File: config.mk
export PLATFORM = sky130hd
export DESIGN_NAME = tagged_tlb
export DESIGN_NICKNAME = d
export VERILOG_FILES = /design/src/rtl/tlb_pkg.sv /design/src/rtl/tlb_store.sv /design/src/rtl/tlb_match.sv /design/src/rtl/tlb_victim.sv /design/src/rtl/tagged_tlb.sv
export SDC_FILE = /design/constraint.sdc
export NUM_CORES = 1
export LEC_CHECK = 0
export ABC_AREA = 0
export BUFFER_PORTS_ARGS = -buffer_cell sky130_fd_sc_hd__buf_2
export CAP_MARGIN = 25
export CELL_PAD_IN_SITES_DETAIL_PLACEMENT = 0
export CELL_PAD_IN_SITES_GLOBAL_PLACEMENT = 1
export CORE_UTILIZATION = 46
export CTS_CLUSTER_SIZE = 25
export DETAILED_ROUTE_END_ITERATION = 8
export PLACE_DENSITY_LB_ADDON = 0.2
export SLEW_MARGIN = 5
export SYNTH_ARGS = -nofsm -noshare
export SYNTH_HDL_FRONTEND = slang
export SYNTH_HIERARCHICAL = 1
export SYNTH_SLANG_ARGS = --single-unit
File: constraint.sdc
create_clock -name clk -period 7.3 [get_ports clk]
set_input_delay 0.73 -clock clk [delete_from_list [all_inputs] [get_ports clk]]
set_output_delay 0.73 -clock clk [all_outputs]
set_load 0.005 [all_outputs]
File: src/rtl/tlb_pkg.sv
package tlb_pkg;
  // Kind of result held in the output register
  typedef enum logic [1:0] {
    RK_IDLE   = 2'd0,
    RK_BYPASS = 2'd1,
    RK_HIT    = 2'd2,
    RK_MISS   = 2'd3
  } res_kind_e;
endpackage

File: src/rtl/tlb_store.sv
// Entry storage: valid/global flags plus page, context and frame fields.
module tlb_store #(
  parameter int N     = 8,
  parameter int VPN_W = 20,
  parameter int PFN_W = 20,
  parameter int CTX_W = 12,
  parameter int IDX_W = 3
) (
  input  logic                       clk,
  input  logic                       rst,
  input  logic                       fill_we,
  input  logic [IDX_W-1:0]           fill_slot,
  input  logic [VPN_W-1:0]           fill_vpn,
  input  logic [CTX_W-1:0]           fill_ctx,
  input  logic [PFN_W-1:0]           fill_pfn,
  input  logic                       fill_glob,
  input  logic                       flush_ng,
  input  logic                       inv_en,
  input  logic [VPN_W-1:0]           inv_vpn,
  input  logic [CTX_W-1:0]           inv_ctx,
  output logic [N-1:0]               valid_o,
  output logic [N-1:0]               glob_o,
  output logic [N-1:0][VPN_W-1:0]    vpn_o,
  output logic [N-1:0][CTX_W-1:0]    ctx_o,
  output logic [N-1:0][PFN_W-1:0]    pfn_o
);
  logic [N-1:0]            valid_q;
  logic [N-1:0]            glob_q;
  logic [N-1:0][VPN_W-1:0] vpn_q;
  logic [N-1:0][CTX_W-1:0] ctx_q;
  logic [N-1:0][PFN_W-1:0] pfn_q;
  logic [N-1:0]            kill;
  logic [N-1:0]            wr;

  genvar g;
  generate
    for (g = 0; g < N; g++) begin : g_slot
      logic inv_hit;
      assign inv_hit = inv_en && valid_q[g] && (vpn_q[g] == inv_vpn) &&
                       (glob_q[g] || (ctx_q[g] == inv_ctx));
      assign kill[g] = inv_hit || (flush_ng && !glob_q[g]);
      assign wr[g]   = fill_we && (fill_slot == IDX_W'(g));
    end
  endgenerate

  // Flags: a write in the same cycle overrides any kill of that slot
  always_ff @(posedge clk) begin
    if (rst) begin
      valid_q <= '0;
    end else begin
      for (int i = 0; i < N; i++) begin
        if (wr[i])        valid_q[i] <= 1'b1;
        else if (kill[i]) valid_q[i] <= 1'b0;
      end
    end
  end

  // Payload: no reset needed, valid bit gates every use
  always_ff @(posedge clk) begin
    for (int i = 0; i < N; i++) begin
      if (wr[i]) begin
        glob_q[i] <= fill_glob;
        vpn_q[i]  <= fill_vpn;
        ctx_q[i]  <= fill_ctx;
        pfn_q[i]  <= fill_pfn;
      end
    end
  end

  assign valid_o = valid_q;
  assign glob_o  = glob_q;
  assign vpn_o   = vpn_q;
  assign ctx_o   = ctx_q;
  assign pfn_o   = pfn_q;
endmodule

File: src/rtl/tlb_match.sv
// Parallel tag compare; lowest matching slot supplies the frame.
module tlb_match #(
  parameter int N     = 8,
  parameter int VPN_W = 20,
  parameter int PFN_W = 20,
  parameter int CTX_W = 12
) (
  input  logic [N-1:0]            valid_i,
  input  logic [N-1:0]            glob_i,
  input  logic [N-1:0][VPN_W-1:0] vpn_i,
  input  logic [N-1:0][CTX_W-1:0] ctx_i,
  input  logic [N-1:0][PFN_W-1:0] pfn_i,
  input  logic [VPN_W-1:0]        q_vpn,
  input  logic [CTX_W-1:0]        q_ctx,
  output logic                    hit,
  output logic [PFN_W-1:0]        hit_pfn
);
  logic [N-1:0] m;

  genvar g;
  generate
    for (g = 0; g < N; g++) begin : g_cmp
      assign m[g] = valid_i[g] && (vpn_i[g] == q_vpn) &&
                    (glob_i[g] || (ctx_i[g] == q_ctx));
    end
  endgenerate

  always_comb begin
    hit_pfn = '0;
    for (int i = N - 1; i >= 0; i--) begin
      if (m[i]) hit_pfn = pfn_i[i];
    end
  end

  assign hit = |m;
endmodule

File: src/rtl/tlb_victim.sv
// Slot choice for fills: lowest empty slot, else rotating pointer.
module tlb_victim #(
  parameter int N     = 8,
  parameter int IDX_W = 3
) (
  input  logic             clk,
  input  logic             rst,
  input  logic [N-1:0]     valid_i,
  input  logic             take,
  output logic [IDX_W-1:0] slot
);
  logic [IDX_W-1:0] rr_q;
  logic [IDX_W-1:0] free_idx;
  logic             any_free;

  always_comb begin
    free_idx = '0;
    for (int i = N - 1; i >= 0; i--) begin
      if (!valid_i[i]) free_idx = IDX_W'(i);
    end
  end

  assign any_free = ~&valid_i;
  assign slot     = any_free ? free_idx : rr_q;

  always_ff @(posedge clk) begin
    if (rst) begin
      rr_q <= '0;
    end else if (take && !any_free) begin
      rr_q <= (rr_q == IDX_W'(N - 1)) ? '0 : rr_q + 1'b1;
    end
  end
endmodule

File: src/rtl/tagged_tlb.sv
module tagged_tlb #(
  parameter int VA_W    = 32,
  parameter int PA_W    = 32,
  parameter int CTX_W   = 12,
  parameter int ENTRIES = 8
) (
  input  logic                 clk,
  input  logic                 rst,
  input  logic                 paging_en,
  input  logic [CTX_W-1:0]     cur_ctx,
  input  logic                 lk_valid,
  input  logic [VA_W-1:0]      lk_vaddr,
  output logic                 res_valid,
  output logic                 res_hit,
  output logic                 walk_req,
  output logic [PA_W-1:0]      res_paddr,
  input  logic                 fill_valid,
  input  logic [VA_W-13:0]     fill_vpn,
  input  logic [CTX_W-1:0]     fill_ctx,
  input  logic [PA_W-13:0]     fill_pfn,
  input  logic                 fill_global,
  input  logic                 inv_valid,
  input  logic [VA_W-13:0]     inv_vpn,
  input  logic                 base_write
);
  import tlb_pkg::*;

  localparam int OFF_W = 12;
  localparam int VPN_W = VA_W - OFF_W;
  localparam int PFN_W = PA_W - OFF_W;
  localparam int IDX_W = (ENTRIES > 1) ? $clog2(ENTRIES) : 1;

  logic [ENTRIES-1:0]            valid_vec;
  logic [ENTRIES-1:0]            glob_vec;
  logic [ENTRIES-1:0][VPN_W-1:0] vpn_arr;
  logic [ENTRIES-1:0][CTX_W-1:0] ctx_arr;
  logic [ENTRIES-1:0][PFN_W-1:0] pfn_arr;

  logic             fill_ok;
  logic [IDX_W-1:0] fill_slot;
  logic             lk_hit;
  logic [PFN_W-1:0] lk_pfn;

  // A same-page invalidate suppresses the fill
  assign fill_ok = fill_valid && !(inv_valid && (inv_vpn == fill_vpn));

  tlb_victim #(.N(ENTRIES), .IDX_W(IDX_W)) u_victim (
    .clk     (clk),
    .rst     (rst),
    .valid_i (valid_vec),
    .take    (fill_ok),
    .slot    (fill_slot)
  );

  tlb_store #(
    .N(ENTRIES), .VPN_W(VPN_W), .PFN_W(PFN_W), .CTX_W(CTX_W), .IDX_W(IDX_W)
  ) u_store (
    .clk       (clk),
    .rst       (rst),
    .fill_we   (fill_ok),
    .fill_slot (fill_slot),
    .fill_vpn  (fill_vpn),
    .fill_ctx  (fill_ctx),
    .fill_pfn  (fill_pfn),
    .fill_glob (fill_global),
    .flush_ng  (base_write),
    .inv_en    (inv_valid),
    .inv_vpn   (inv_vpn),
    .inv_ctx   (cur_ctx),
    .valid_o   (valid_vec),
    .glob_o    (glob_vec),
    .vpn_o     (vpn_arr),
    .ctx_o     (ctx_arr),
    .pfn_o     (pfn_arr)
  );

  tlb_match #(
    .N(ENTRIES), .VPN_W(VPN_W), .PFN_W(PFN_W), .CTX_W(CTX_W)
  ) u_match (
    .valid_i (valid_vec),
    .glob_i  (glob_vec),
    .vpn_i   (vpn_arr),
    .ctx_i   (ctx_arr),
    .pfn_i   (pfn_arr),
    .q_vpn   (lk_vaddr[VA_W-1:OFF_W]),
    .q_ctx   (cur_ctx),
    .hit     (lk_hit),
    .hit_pfn (lk_pfn)
  );

  res_kind_e        kind_d, kind_q;
  logic [PA_W-1:0]  paddr_d, paddr_q;

  always_comb begin
    kind_d  = RK_IDLE;
    paddr_d = '0;
    if (lk_valid) begin
      if (!paging_en) begin
        kind_d  = RK_BYPASS;
        paddr_d = PA_W'(lk_vaddr);
      end else if (lk_hit) begin
        kind_d  = RK_HIT;
        paddr_d = {lk_pfn, lk_vaddr[OFF_W-1:0]};
      end else begin
        kind_d  = RK_MISS;
      end
    end
  end

  always_ff @(posedge clk) begin
    if (rst) begin
      kind_q  <= RK_IDLE;
      paddr_q <= '0;
    end else begin
      kind_q  <= kind_d;
      paddr_q <= paddr_d;
    end
  end

  assign res_valid = (kind_q != RK_IDLE);
  assign res_hit   = (kind_q == RK_HIT);
  assign walk_req  = (kind_q == RK_MISS);
  assign res_paddr = paddr_q;
endmodule

==> results of run 1 <==
## critical path: cells and delay by family (launching register included)
family                    cells  cell delay (ps)
xor gates and xnor gates      1              170
AOI/OAI and AO/OA             3              660
and+or+nand+nor               5             2420
buffers and inverters         1              230
DFF                           1              450
## stage by stage
stage	instance area [sq um]	hold WS (ps)	setup WS, ps
floorplan	22390	448.0	2347
global placement	23580	471.7	2425
detailed placement	23600	474.2	2740
CTS	25190	306.9	3308
global route	25220	328.2	2995
finish	25220	334.3	3207
## layout by cell type, fill, tap and decap left out, types with 8 or more instances in the layout
cell type and count:
nor2_1 32, nor2b_1 8, nor3b_1 11, a211o_1 13, buf_2 159, xnor2_1 39
a31oi_1 29, xor2_1 493, edfxtp_1 424, nor4_1 131, nand3_1 13, clkinv_1 14
nand4_1 30, nand2b_1 8, nor3_1 21, and2_1 13, clkbuf_1 12, buf_4 19
a21oi_1 59, nand2_1 11, o21ai_0 17, dfxtp_1 45, a21o_1 13, a22oi_1 18
clkbuf_16 53, inv_1 31, o221ai_1 13
## kinds of logic after synthesis
kind of cell    Yosys count  share of synthesized area, %
compound gates          197                         5.971
xor+xnor                532                         20.82
fa+ha+maj                 2                        0.1118
buf+inv                 138                         3.069
flops                   469                         60.91
mux                       6                        0.2683
simple gates            317                         8.850
## routing by layer
layer | GRT usage, % | vias to the layer above
met4 | 10.68 | 4
li1 | - | 6368
met2 | 46.31 | 754
met5 | 0 | -
met3 | 5.197 | 116
met1 | 41.33 | 7433
## area by class of cell
| class | instances | area (sq um) |
|---|---|---|
| multi-input cells | 1054 | 8127 |
| diodes | 2 | 5.005 |
| clock buffers | 66 | 1385 |
| well taps | 615 | 769.5 |
| fillers | 4113 | 22620 |
| inverters | 34 | 127.6 |
| flip-flops and latches | 469 | 13630 |
| clock inverters | 28 | 207.7 |
| repair buffers | 180 | 969.7 |
## state kept, by name (all words and copies together) (netlist names)
| name | cells |
|---|---|
| res_paddr | 32 |
| u_store/glob_o | 8 |
| u_store/pfn_o | 160 |
| kind_q | 2 |
| u_store/vpn_o | 160 |
| u_store/valid_o | 8 |
| u_store/ctx_o | 96 |
| u_victim/rr_q | 3 |
## where the power goes
part	switching, W	internal (W)
sequential	0.0000274	0.00298
clock	0.00106	0.00144
combinational	0.000299	0.000129
total	0.00139	0.00454
## worst paths after layout
path                                 startpoint                            end  slack [ps]  cells after the start
setup / recovery    u_store/vpn_o[99]$_DFFE_PP_       res_paddr[20]$_SDFF_PP0_        3210                     10
hold / removal                      lk_vaddr[8]        res_paddr[8]$_SDFF_PP0_         330                      2
setup reg to reg    u_store/vpn_o[99]$_DFFE_PP_       res_paddr[20]$_SDFF_PP0_        3210                     10
hold reg to reg   u_victim/rr_q[2]$_SDFFE_PP0P_  u_victim/rr_q[2]$_SDFFE_PP0P_         480                      2
==> results.md, run 1 <==
* Worst Max-Slew Pin Slew at 1059 ps
* Post-synth EDFFs at 424
* First-pass GRT wire length at 104.3 mm
* Post-synth top area cell: edfxtp_1
* Worst Path Max Fanout at 19
* Max incr delay on CP at 810 ps
* Flops & latches, synth at 469
* RSZ-0062 raised after global routing: no
* Utilization after layout at 52.72%
* Number of distinct library cells after synthesis at 57
* Vias in the first global route at 14404
* Initial Util at 46.78%
* Slew margin rel. at 28.74%
* Post-route ant nets at 0
* Die area at 49540 sq um
* Clock Root Buffer: clkbuf_16
* Seq/Total Area, Yosys at 60.91%
* Final Cycle Share at 56.07%
* Max Cap Viol at 0
* Placed cells at 2350
* Final #Nets at 1915
* CTS tree: built
* # H-tree levels at 2
* WL final at 73.46 mm
* Leakage power at 9.046 nW
* Dpl hpwl at 49.90 mm
* CP arrival at 4560 ps
* Via count at 14675
* Cell Count, Final, Fillers Out at 2448
* I/O pin cnt at 159
* Top Layer Used: met5
* Met2 wire length at 33.86 mm
* DRC at 0
* Syn Nets at 1787
* I/O Buffers at 158
* Largest net degree at the start of global routing at 56
* Drt pass-1 iters at 5
* Layout overhead on the synthesized area at 12.70%
* Max Clk Rate at 244.3 MHz
* Syn. warnings at 6
* Final setup TNS at 0 ps
* Total power at 0.005928 W
* Final setup fails at 0
* CP max stage cell: nand2b_1
* Via density at 5.995
* Async SR Flop Fraction at 0%
* Cells after Synth at 1661
* Ranking of synthesized cells by area: edfxtp_1 (57%), xor2_1 (19%), dfxtp_1 (4.0%)
* Peak supply drop at 0.2432 mV
* CP Data Required Time at 7770 ps
* Post-CTS setup buffers at 0
* CP Cell Sequence: xor2_1 -> nor4_1 -> nand3_1 -> nor3_2 -> buf_6 -> nand2b_1 -> o221a_1 -> o32ai_1 -> a22oi_1 -> nor2_1
* Layout Skew at 23.50 ps
* Tmin final at 4093 ps
* Total track usage at 29.59%
* Mapped Area at 22380 sq um
* Row cnt at 80
* Fin. Hold Viols at 0
* Met3 wire len at 5.916 mm
* Clock-pin slew on the worst setup and hold paths at 60 ps
* GPL Wtd Cong at 1.020
* Core ar. at 47850 sq um
* CP Launch Type: register
* Post-synth top area share at 56.89%
* DR iter-0 viols at 1588
* Post-CTS Hold Fix Bufs at 0
* Post-synth top flop: edfxtp_1
* Number of clock buffers inserted by TritonCTS at 50
* Chip Height at 222.6 microns
* Synthesized area per cell at 13.47 sq um
* CTS sink count at 469
* Most frequent cell after synthesis: xor2_1
* Commonest cells post-synth: xor2_1 (493), edfxtp_1 (424), nor4_1 (131)
* Worst Path Class, Setup: reg -> reg
* Share of cells above drive strength 1 at 15.40%
* Post-cts resize count at 0
* Die W at 222.6 microns
* Clock Latency Late Sink at 600 ps
* Critical Path End Type: register
* Fin. max-slew vios at 0
* Wl on met1 at 31.25 mm
* Status: finished clean
* Max clock buf depth at 3
* Pwr dens at 235.0 nW/um^2
* Initial antenna violation count at 4
* Wirelength per Cell at 30.01 microns
* Hold crit path type: in -> reg
* Global route total overflow at 0
(Power assumes the default switching activity.)
==> run 2, diff against run 1 <==
- CORE_UTILIZATION: 46 -> 50
- clock period: 7.3 -> 3.85 ns (I/O delays scaled with it)
==> run 2 against run 1 <==
Effect of this change:
- hold slack got worse by 290 ps
- largest cell class unchanged
- cell count increased by 2.4%
- critical path depth rose by 3
- non-clock buffer count rose by 85
- total power increased by 91%
- global-route usage grew 2.6 points
- critical path type unchanged
- sequential share of layout area shrank 1.4 points
==> results.md, run 2 (synthesized netlist as in run 1, its figures left out) <==
* Status: finished clean (unchanged)
* CP Cell Sequence: xor2_1 -> nor4_1 -> a31oi_1 -> nor3_2 -> buf_4 -> or2_2 -> nor3b_1 -> nand4_1 -> inv_1 -> nor2_4 -> buf_4 -> a22oi_1 -> nor2_1 (was xor2_1 -> nor4_1 -> nand3_1 -> nor3_2 -> buf_6 -> nand2b_1 -> o221a_1 -> o32ai_1 -> a22oi_1 -> nor2_1)
* Vias in the first global route at 14868 (was 14404)
* Worst Path Class, Setup: reg -> reg (unchanged)
* Tmin final at 3348 ps (was 4093 ps)
* Post-cts resize count at 0 (unchanged)
* Utilization after layout at 58.59% (was 52.72%)
* Die W at 213.6 microns (was 222.6 microns)
* Pwr dens at 436.8 nW/um^2 (was 235.0 nW/um^2)
* Post-CTS Hold Fix Bufs at 12 (was 0)
* First-pass GRT wire length at 103.1 mm (was 104.3 mm)
* Delay-heaviest family, CP: simple AND/OR/NAND/NOR gates (unchanged)
* Final Cycle Share at 86.96% (was 56.07%)
* Setup WS post-layout at 502.0 ps (was 3207 ps)
* Switch Pwr at 0.002705 W (was 0.001386 W)
* CP max stage cell: nor4_1 (was nand2b_1)
* CP Data Required Time at 4380 ps (was 7770 ps)
* Hold crit path type: in -> reg (unchanged)
* I/O Buffers at 158 (unchanged)
* Die area at 45610 sq um (was 49540 sq um)
* Final setup fails at 0 (unchanged)
* WL final at 72.32 mm (was 73.46 mm)
* DR iter-0 viols at 1847 (was 1588)
* Via density at 6.053 (was 5.995)
* Storage cell area at 13630 sq um (unchanged)
* Worst Path Max Fanout at 15 (was 19)
* # H-tree levels at 2 (unchanged)
* Power share of the combinational group at 7.8% (was 7.2%)
* Worst-case reg-to-reg path depth at 13 (was 10)
* Switching part of the total power at 23.91% (was 23.39%)
* Fin. max-slew vios at 0 (unchanged)
* Share of cells above drive strength 1 at 18.76% (was 15.40%)
* Most frequent cells in the layout: xor2_1 (493), edfxtp_1 (424), buf_2 (158), nor4_1 (131), buf_4 (90) (was xor2_1 (493), edfxtp_1 (424), buf_2 (159), nor4_1 (131), a21oi_1 (59))
* Fin. Hold Viols at 0 (unchanged)
* Core ar. at 44220 sq um (was 47850 sq um)
* Post-CTS setup buffers at 0 (unchanged)
* Most used cell along the critical path: buf_4
* Final #Nets at 2000 (was 1915)
* Peak supply drop at 0.3630 mV (was 0.2432 mV)
* Max Clk Rate at 298.7 MHz (was 244.3 MHz)
* Chip Height at 213.6 microns (was 222.6 microns)
* Total track usage at 32.23% (was 29.59%)
* CP Launch Type: register (unchanged)
* Hold Path Cell Cnt at 1 (was 2)
* Worst slack at placement at 58.33 ps (was 2740 ps)
* CP Buf/Inv Count at 3 (was 1)
* Final setup TNS at 0 ps (unchanged)
* DRC at 0 (unchanged)
* Filler cell count at 3545 (was 4113)
* Crit path depth at 13 (was 10)
* Leakage power at 9.477 nW (was 9.046 nW)
* CP arrival at 3880 ps (was 4560 ps)
* Row cnt at 77 (was 80)
* Dpl hpwl at 49.03 mm (was 49.90 mm)
* Clock Root Buffer: clkbuf_16 (unchanged)
* I/O pin cnt at 159 (unchanged)
* CTS tree: built (unchanged)
* Hold_ws at 43.68 ps (was 334.3 ps)
* Via count at 15176 (was 14675)
* Max clock buf depth at 3 (unchanged)
* Number of clock buffers inserted by TritonCTS at 50 (unchanged)
* Slew margin rel. at 30.00% (was 28.74%)
* Post-route ant nets at 0 (unchanged)
* Largest net degree at the start of global routing at 55 (was 56)
* Reg power frac at 50.3% (was 50.7%)
* Clock-pin slew on the worst setup and hold paths at 60 ps (about the same)
* Max incr delay on CP at 560 ps (was 810 ps)
* Layout Skew at 27.35 ps (was 23.50 ps)
* Global route total overflow at 0 (unchanged)
* Wirelength per Cell at 28.85 microns (was 30.01 microns)
* Area of the multi-input gates at 8124 sq um (was 8127 sq um)
* Worst Max-Slew Pin Slew at 1045 ps (was 1059 ps)
* Internal at 0.008610 W (was 0.004542 W)
* Max Cap Viol at 0 (unchanged)
* Clock group share of total power at 41.9% (was 42.1%)
* Layout overhead on the synthesized area at 15.75% (was 12.70%)
* Initial Util at 50.61% (was 46.78%)
* Clock Latency Late Sink at 620 ps (was 600 ps)
* GPL Wtd Cong at 0.9740 (was 1.020)
* RSZ-0062 raised after global routing: no (unchanged)
* Drt pass-1 iters at 5 (unchanged)
* Commonest non-fill, non-tap cell in the layout: xor2_1 (unchanged)
* Critical Path End Type: register (unchanged)
* CTS sink count at 469 (unchanged)
* Initial antenna violation count at 3 (was 4)
## run 2: changes by cell type in the layout (fill, tap and decap cells not counted), moves of 2 or more
| cell | before | now |
|---|---|---|
| buf_4 | 19 | 90 |
| clkinv_2 | 7 | 11 |
| clkbuf_16 | 53 | 50 |
| dlygate4sd3_1 | 0 | 12 |
| clkinv_1 | 14 | 10 |
| inv_6 | 0 | 2 |
| buf_12 | 1 | 5 |
| clkbuf_1 | 12 | 10 |
| clkinvlp_4 | 4 | 2 |
## run 2: layout make-up
class,count,area share (%)
flip-flops and latches,469,52.62
multi-input cells,1054,31.36
repair buffers,265,6.510
clock buffers,60,4.974
well taps,592,2.859
clock inverters,32,1.174
inverters,34,0.4926
diodes,1,0.009659
## run 2: power groups by stage
stage               clock (W)  combinational [W]  sequential, W
floorplan                   0           0.000450        0.00579
global placement            0           0.000847        0.00580
detailed placement          0           0.000848        0.00580
CTS                   0.00480           0.000864        0.00569
global route          0.00496           0.000920        0.00570
finish                0.00474           0.000879        0.00569
## run 2: per-layer routing
metal	GRT usage (%)	part of all wire (%)	vias to the layer above
met5	0	0	-
met4	11.55	3.4	0
met3	5.141	9.5	140
met2	49.97	46	859
met1	46.04	41	7647
li1	-	-	6530
## run 2: final timing paths
check	slack, ps	startpoint	end
max	500	u_store/ctx_o[66]$_DFFE_PP_	res_paddr[23]$_SDFF_PP0_
max reg2reg	500	u_store/ctx_o[66]$_DFFE_PP_	res_paddr[23]$_SDFF_PP0_
min	40	fill_pfn[3]	u_store/pfn_o[3]$_DFFE_PP_
min reg2reg	500	u_victim/rr_q[2]$_SDFFE_PP0P_	u_victim/rr_q[2]$_SDFFE_PP0P_
## run 2: per-stage QoR
step,total power [W],area [sq um],std cells
floorplan,0.006242,22400,1661
global placement,0.006643,24190,2402
detailed placement,0.006648,24190,2402
CTS,0.01135,25900,2506
global route,0.01158,25900,2506
finish,0.01132,25910,2507
